[config.mk]
export PLATFORM = sky130hd
export DESIGN_NAME = adc_seq_top
export DESIGN_NICKNAME = d
export VERILOG_FILES = /design/src/rtl/adc_seq_pkg.sv /design/src/rtl/adc_seq_regs.sv /design/src/rtl/adc_seq_clkdiv.sv /design/src/rtl/adc_seq_sar.sv /design/src/rtl/adc_seq_top.sv
export SDC_FILE = /design/constraint.sdc
export NUM_CORES = 1
export LEC_CHECK = 0
export ABC_CLOCK_PERIOD_IN_PS = 1400
export BUFFER_PORTS_ARGS = -buffer_cell sky130_fd_sc_hd__buf_2
export CAP_MARGIN = 20
export CORE_AREA = 2 2 106 82
export CTS_CLUSTER_DIAMETER = 60
export DETAILED_ROUTE_END_ITERATION = 10
export DIE_AREA = 0 0 108 84
export GPL_TIMING_DRIVEN = 1
export PLACE_DENSITY = 0.52
export SYNTH_ARGS = -nofsm -noshare
export SYNTH_HDL_FRONTEND = slang
export SYNTH_SLANG_ARGS = --single-unit
[constraint.sdc]
create_clock -name clk -period 1.4 [get_ports clk]
set_input_delay 0.28 -clock clk [delete_from_list [all_inputs] [get_ports clk]]
set_output_delay 0.28 -clock clk [all_outputs]
set_load 0.01 [all_outputs]
[src/rtl/adc_seq_pkg.sv]
package adc_seq_pkg;

  localparam int NPINS = 4;

  typedef enum logic [1:0] {
    ADDR_CTRL = 2'd0,
    ADDR_CLK  = 2'd1,
    ADDR_RHI  = 2'd2,
    ADDR_RLO  = 2'd3
  } addr_e;

  typedef enum logic {
    SAR_IDLE = 1'b0,
    SAR_RUN  = 1'b1
  } sar_st_e;

  typedef struct packed {
    logic       start;
    logic [2:0] pcfg;
    logic [2:0] chan;
  } ctrl_t;

  // thermometer decode of the pin-mode field
  function automatic logic [NPINS-1:0] pins_from_cfg(input logic [2:0] cfg);
    logic [NPINS-1:0] p;
    if (cfg[2]) p = '1;
    else begin
      for (int i = 0; i < NPINS; i++) p[i] = (i < int'(cfg[1:0]));
    end
    return p;
  endfunction

endpackage

[src/rtl/adc_seq_regs.sv]
module adc_seq_regs
  import adc_seq_pkg::*;
#(
  parameter int RES_W = 10
) (
  input  logic             clk,
  input  logic             rst_n,
  input  logic             bus_wr,
  input  logic [1:0]       bus_addr,
  input  logic [7:0]       bus_wdata,
  input  logic             done,
  input  logic             err_set,
  input  logic [RES_W-1:0] result,
  output ctrl_t            ctrl,
  output logic [1:0]       clk_sel,
  output logic             start_rise,
  output logic             start_fall,
  output logic             eoc_n,
  output logic             stale,
  output logic             chan_err,
  output logic [7:0]       rdata
);

  localparam int LO_W = RES_W - 8;

  ctrl_t      ctrl_q, ctrl_n;
  logic [1:0] sel_q, sel_n;
  logic       test_q, test_n;
  logic       eoc_q, eoc_n_nx;
  logic       stale_q, stale_n;
  logic       err_q, err_n;
  logic       rise_q, fall_q;
  logic       wr_ctrl, wr_clk, rise_w, fall_w, pcfg_chg;
  logic       unused_wbit;

  assign unused_wbit = bus_wdata[6];

  assign wr_ctrl  = bus_wr && (bus_addr == ADDR_CTRL);
  assign wr_clk   = bus_wr && (bus_addr == ADDR_CLK);
  assign rise_w   = wr_ctrl && bus_wdata[7] && !ctrl_q.start;
  assign fall_w   = wr_ctrl && !bus_wdata[7] && ctrl_q.start;
  assign pcfg_chg = wr_ctrl && (bus_wdata[5:3] != ctrl_q.pcfg);

  always_comb begin
    ctrl_n   = ctrl_q;
    sel_n    = sel_q;
    test_n   = test_q;
    eoc_n_nx = eoc_q;
    stale_n  = stale_q;
    err_n    = err_q;
    if (wr_ctrl) begin
      ctrl_n.start = bus_wdata[7];
      ctrl_n.pcfg  = bus_wdata[5:3];
      ctrl_n.chan  = bus_wdata[2:0];
    end
    if (wr_clk) begin
      sel_n  = bus_wdata[1:0];
      test_n = bus_wdata[7];
    end
    if (rise_w)        eoc_n_nx = 1'b1;
    else if (done)     eoc_n_nx = 1'b0;
    if (rise_w)        stale_n = 1'b0;
    else if (pcfg_chg) stale_n = 1'b1;
    if (rise_w)        err_n = 1'b0;
    else if (err_set)  err_n = 1'b1;
  end

  always_ff @(posedge clk or negedge rst_n) begin
    if (!rst_n) begin
      ctrl_q  <= '0;
      sel_q   <= '0;
      test_q  <= 1'b0;
      eoc_q   <= 1'b1;
      stale_q <= 1'b0;
      err_q   <= 1'b0;
      rise_q  <= 1'b0;
      fall_q  <= 1'b0;
    end else begin
      ctrl_q  <= ctrl_n;
      sel_q   <= sel_n;
      test_q  <= test_n;
      eoc_q   <= eoc_n_nx;
      stale_q <= stale_n;
      err_q   <= err_n;
      rise_q  <= rise_w;
      fall_q  <= fall_w;
    end
  end

  always_comb begin
    unique case (bus_addr)
      ADDR_CTRL: rdata = {ctrl_q.start, eoc_q, ctrl_q.pcfg, ctrl_q.chan};
      ADDR_CLK:  rdata = {test_q, 5'b0, sel_q};
      ADDR_RHI:  rdata = result[RES_W-1 -: 8];
      default:   rdata = {result[LO_W-1:0], {(6-LO_W){1'b0}}, err_q, stale_q};
    endcase
  end

  assign ctrl       = ctrl_q;
  assign clk_sel    = sel_q;
  assign start_rise = rise_q;
  assign start_fall = fall_q;
  assign eoc_n      = eoc_q;
  assign stale      = stale_q;
  assign chan_err   = err_q;

endmodule

[src/rtl/adc_seq_clkdiv.sv]
module adc_seq_clkdiv #(
  parameter int DIV_A = 2,
  parameter int DIV_B = 8,
  parameter int DIV_C = 32
) (
  input  logic       clk,
  input  logic       rst_n,
  input  logic       run,
  input  logic [1:0] sel,
  output logic       tick
);

  localparam int CNT_W = $clog2(DIV_C);
  localparam logic [CNT_W-1:0] LIM_A = CNT_W'(DIV_A - 1);
  localparam logic [CNT_W-1:0] LIM_B = CNT_W'(DIV_B - 1);
  localparam logic [CNT_W-1:0] LIM_C = CNT_W'(DIV_C - 1);

  logic [CNT_W-1:0] cnt_q, cnt_n, limit;
  logic             sel_ok;

  always_comb begin
    sel_ok = 1'b1;
    unique case (sel)
      2'b00:   limit = LIM_A;
      2'b01:   limit = LIM_B;
      2'b10:   limit = LIM_C;
      default: begin limit = '0; sel_ok = 1'b0; end
    endcase
  end

  assign tick = run && sel_ok && (cnt_q == limit);

  always_comb begin
    if (!run || !sel_ok) cnt_n = '0;
    else if (tick)       cnt_n = '0;
    else                 cnt_n = cnt_q + 1'b1;
  end

  always_ff @(posedge clk or negedge rst_n) begin
    if (!rst_n) cnt_q <= '0;
    else        cnt_q <= cnt_n;
  end

endmodule

[src/rtl/adc_seq_sar.sv]
module adc_seq_sar
  import adc_seq_pkg::*;
#(
  parameter int RES_W = 10
) (
  input  logic             clk,
  input  logic             rst_n,
  input  logic             launch,
  input  logic             launch_err,
  input  logic             abort,
  input  logic             tick,
  input  logic             cmp_in,
  output logic             busy,
  output logic [RES_W-1:0] dac_code,
  output logic             done,
  output logic             err_set,
  output logic [RES_W-1:0] result
);

  localparam int IDX_W = $clog2(RES_W);
  localparam logic [IDX_W-1:0] IDX_MSB = IDX_W'(RES_W - 1);
  localparam logic [RES_W-1:0] ONE     = {{(RES_W-1){1'b0}}, 1'b1};

  sar_st_e          st_q, st_n;
  logic [RES_W-1:0] sar_q, sar_n, res_q, res_n;
  logic [IDX_W-1:0] idx_q, idx_n;

  always_comb begin
    st_n    = st_q;
    sar_n   = sar_q;
    idx_n   = idx_q;
    res_n   = res_q;
    done    = 1'b0;
    err_set = 1'b0;
    if (abort) begin
      st_n  = SAR_IDLE;
      sar_n = '0;
    end else if (launch) begin
      if (launch_err) begin
        res_n   = '0;
        done    = 1'b1;
        err_set = 1'b1;
        st_n    = SAR_IDLE;
      end else begin
        st_n  = SAR_RUN;
        sar_n = '0;
        idx_n = IDX_MSB;
      end
    end else if ((st_q == SAR_RUN) && tick) begin
      sar_n[idx_q] = cmp_in;
      if (idx_q == '0) begin
        res_n = sar_n;
        done  = 1'b1;
        st_n  = SAR_IDLE;
      end else begin
        idx_n = idx_q - 1'b1;
      end
    end
  end

  always_ff @(posedge clk or negedge rst_n) begin
    if (!rst_n) begin
      st_q  <= SAR_IDLE;
      sar_q <= '0;
      idx_q <= '0;
      res_q <= '0;
    end else begin
      st_q  <= st_n;
      sar_q <= sar_n;
      idx_q <= idx_n;
      res_q <= res_n;
    end
  end

  assign busy     = (st_q == SAR_RUN);
  assign dac_code = busy ? (sar_q | (ONE << idx_q)) : '0;
  assign result   = res_q;

endmodule

[src/rtl/adc_seq_top.sv]
module adc_seq_top
  import adc_seq_pkg::*;
#(
  parameter int RES_W = 10,
  parameter int DIV_A = 2,
  parameter int DIV_B = 8,
  parameter int DIV_C = 32
) (
  input  logic             clk,
  input  logic             rst_n,
  input  logic             bus_wr,
  input  logic [1:0]       bus_addr,
  input  logic [7:0]       bus_wdata,
  output logic [7:0]       bus_rdata,
  input  logic             int_en,
  input  logic             cmp_in,
  output logic [RES_W-1:0] dac_code,
  output logic [1:0]       mux_sel,
  output logic             mux_en,
  output logic [NPINS-1:0] pin_analog,
  output logic             adc_pwr_en,
  output logic             irq
);

  logic             rst_s1, rst_s2;
  ctrl_t            ctrl;
  logic [1:0]       clk_sel;
  logic             start_rise, start_fall, eoc_n, stale, chan_err;
  logic             busy, done, err_set, tick, chan_ok, launch, abort;
  logic             irq_q, irq_n;
  logic [RES_W-1:0] result;

  // reset asserted asynchronously, released on a clock edge
  always_ff @(posedge clk or negedge rst_n) begin
    if (!rst_n) begin
      rst_s1 <= 1'b0;
      rst_s2 <= 1'b0;
    end else begin
      rst_s1 <= 1'b1;
      rst_s2 <= rst_s1;
    end
  end

  adc_seq_regs #(.RES_W(RES_W)) u_regs (
    .clk        (clk),
    .rst_n      (rst_s2),
    .bus_wr     (bus_wr),
    .bus_addr   (bus_addr),
    .bus_wdata  (bus_wdata),
    .done       (done),
    .err_set    (err_set),
    .result     (result),
    .ctrl       (ctrl),
    .clk_sel    (clk_sel),
    .start_rise (start_rise),
    .start_fall (start_fall),
    .eoc_n      (eoc_n),
    .stale      (stale),
    .chan_err   (chan_err),
    .rdata      (bus_rdata)
  );

  assign pin_analog = pins_from_cfg(ctrl.pcfg);
  assign adc_pwr_en = (ctrl.pcfg != 3'b000);
  assign chan_ok    = !ctrl.chan[2] && pin_analog[ctrl.chan[1:0]];
  assign mux_en     = chan_ok;
  assign mux_sel    = chan_ok ? ctrl.chan[1:0] : 2'b00;
  assign launch     = start_fall && adc_pwr_en;
  assign abort      = start_rise || !adc_pwr_en;

  adc_seq_clkdiv #(.DIV_A(DIV_A), .DIV_B(DIV_B), .DIV_C(DIV_C)) u_div (
    .clk   (clk),
    .rst_n (rst_s2),
    .run   (busy),
    .sel   (clk_sel),
    .tick  (tick)
  );

  adc_seq_sar #(.RES_W(RES_W)) u_sar (
    .clk        (clk),
    .rst_n      (rst_s2),
    .launch     (launch),
    .launch_err (!chan_ok),
    .abort      (abort),
    .tick       (tick),
    .cmp_in     (cmp_in),
    .busy       (busy),
    .dac_code   (dac_code),
    .done       (done),
    .err_set    (err_set),
    .result     (result)
  );

  assign irq_n = done && int_en;

  always_ff @(posedge clk or negedge rst_s2) begin
    if (!rst_s2) irq_q <= 1'b0;
    else         irq_q <= irq_n;
  end

  assign irq = irq_q;

endmodule

==> flow_metrics.tcl <==
set metrics [dict create \
    status "finished, violations left" \
    violations "setup timing" \
    fp.dieW_um 108 \
    crit_path_cell_trace "ha_4, or3b_4, a221oi_4, o21ai_4, nor2b_4, buf_4, mux2_2" \
    layout_setup_ws_ns -0.8457 \
    grtUsageTotal_pct 17.29 \
    hold_slack_ns 0.1635 \
    areaGrowthSynthToFinish_pct 54.21 \
    final_common_cell "dfrtp_1" \
    pre_cts_ws_ns -0.8651 \
    place.gp.congestion 0.8071 \
    yosysWarnings 0 \
    worst_pin_slew_ns 0.6313 \
    ir_drop_mv 0.7117 \
    die_h_um 84 \
    vias 2250 \
    setup_violations 58 \
    finalCriticalPeriod_ns 2.246 \
    row_count 29 \
    nets 392 \
    synth_cells 260 \
    post-route-period-util_pct 160.4 \
    cts_sinks 48 \
    wirelength_mm 7.587 \
    async_flop_share_pct 100.0 \
    core-area_um2 8164 \
    initial_core_util_pct 33.64 \
    final_util_pct 51.88 \
    first_iter_violations 65 \
    regToRegSetupSlack_ns -0.85 \
    fin_total_pwr_mw 6.025 \
    cts_root_buffer "clkbuf_8" \
    p_per_area_nw_per_um2 1423 \
    synth_area_per_cell_um2 10.56 \
    rsz0062_at_grt "yes" \
    cap_violations 0 \
    layout_common_cells "43 x dfrtp_1, 41 x buf_4, 37 x buf_6" \
    dp_hpwl_mm 5.387 \
    cp_max_fo 3 \
    synth_fp_nets 284 \
    yosysSeqAreaShare_pct 43.78 \
    n_antenna_cell 0 \
    p_leak_nw 1.981 \
    clkTransAtPathRegs_ns 0.10 \
    ioPinCount 42 \
    first_global_vias 2345 \
    finalSetupTns_ns -30.68 \
    clk_path_buf_depth 2 \
    wl_per_cell_um 15.91 \
    hp-class "register to async pin" \
    synth_cell_type_count 46 \
    syn_area_um2 2746 \
    drv_slew 0 \
    htree_levels 2 \
    antenna_found_initial 0 \
    drc 0 \
    crit_required_ns 1.60 \
    end_kind "register" \
    die_area_um2 9072 \
    synth-edff-count 0 \
    max_stage_delay_ns 0.43 \
    grt_pass1_wl_mm 12.27 \
    cp-start-kind "register" \
    crit_type "register to register" \
    grt_start_max_net_pins 26 \
    cp_slowest_cell "dfrtp_1" \
    drive_gt1_share_pct 55.28 \
    cts_buffers 5 \
    io_buffers 40 \
    clk_latency_ns 0.30 \
    worstPathArrival_ns 2.44 \
    via_per_inst 4.717 \
    ant_nets 0 \
    slew_headroom_pct 57.92 \
    finalHoldViolCount 0 \
    max_freq_mhz 445.3 \
    synth_top_flop_cell "dfrtp_1" \
    dr.pass1.iters 4 \
    fin_skew_ns 0.004949 \
    cts_tree "done" \
    grt_overflow 0 \
    synth-seq-cells 48 \
]
-- sequential cells by signal (all words and copies together), names as in the netlist --
name,cells
irq,1
rst_s1,1
rst_s2,1
u_div.cnt_q,5
u_regs.chan_err,1
u_regs.clk_sel,2
u_regs.ctrl,7
u_regs.eoc_n,1
u_regs.stale,1
u_regs.start_fall,1
u_regs.start_rise,1
u_regs.test_q,1
u_sar.busy,1
u_sar.idx_q,4
u_sar.result,10
u_sar.sar_q,10
-- cell families after synthesis --
logic type / count (synthesis) / synth area share, %
other cells: 1 / 0.1365
mux: 49 / 20.14
compound gates: 24 / 7.062
fa+ha+maj: 9 / 4.100
flops: 48 / 43.78
xor+xnor: 6 / 1.913
simple gates: 88 / 17.36
buf+inv: 35 / 5.513
-- power by group --
group          switching, mW  leakage [nW]  total, mW  internal (mW)
clock network          0.529        0.0548       1.07          0.539
registers              0.227         0.621       1.88           1.66
logic                   1.36          1.31       3.07           1.71
total                   2.12          1.98       6.02           3.91
-- worst max-delay path: cells and delay by family, from the launching register on --
kind                       cells  cell delay [ns]
adders and majority gates      1             0.28
buffers and inverters          1             0.14
AOI/OAI and AO/OA              2             0.43
DFF                            1             0.43
muxes                          1             0.32
and+or+nand+nor                2             0.54
-- layout make-up --
type / instances / area [um^2]
Clock inverter: 3 / 46.29
Timing Repair Buffer: 116 / 994.7
Sequential cell: 48 / 1207
Fill cell: 765 / 3929
Inverter: 20 / 75.07
Multi-Input combinational cell: 177 / 1708
Tap cell: 108 / 135.1
Clock buffer: 5 / 68.82
-- cells in the mapped netlist (2+ instances only) --
cell type  instances  area [um^2]
dfrtp_1           47         1176
nor2_1            34        127.6
mux2i_1           26        260.3
inv_1             20        75.07
mux2_2            12        135.1
nand2_1           12        45.04
ha_1               9        112.6
nand3b_1           9        67.56
a21oi_1            8        40.04
mux2_1             8        90.09
nand3_1            8        40.04
clkbuf_1           5        18.77
nor3b_1            5        37.54
buf_2              4        20.02
buf_4              4        30.03
xnor2_1            4        35.03
and2_1             3        18.77
and3b_1            3        26.28
mux4_2             3        67.56
nand2b_1           3        18.77
o21ai_0            3        15.01
buf_1              2        7.510
nor2b_1            2        12.51
o31ai_1            2        15.01
o41ai_1            2        17.52
xor2_1             2        17.52
-- repair_timing --
action,in CTS,in global routing
gates resized for setup,65,38
setup endpoints to repair,57,58
cloned,0,1
pin swaps,16,19
hold buffers,1,0
setup buffers,14,20
hold endpoints to repair,2,0
-- path summary, 6_finish.rpt --
path	start	end	depth (start not counted)
max in group asynchronous	rst_s2	u_sar.idx_q[1]	1
worst min register to register	rst_s2	u_regs.test_q	0
min in group clk	bus_wdata[2]	u_regs.ctrl[2]	2
worst max-delay path	u_regs.clk_sel[1]	u_sar.result[6]	7
worst min-delay path	rst_s2	u_regs.test_q	0
worst max register to register	u_regs.clk_sel[1]	u_sar.result[6]	7
-- routing by layer --
metal | vias up | part of all wire, % | GRT usage (%)
li1 | 1101 | - | -
met1 | 1108 | 52 | 25.92
met2 | 37 | 45 | 26.53
met3 | 4 | 3.2 | 3.513
met4 | 0 | 0.32 | 1.981
met5 | - | 0 | 0
-- per-stage QoR --
step                cells  cell area, um^2
floorplan             260             2836
global placement      442             3485
detailed placement    442             3485
CTS                   463             3971
global route          477             4235
finish                477             4235
(Power assumes the default switching activity.)
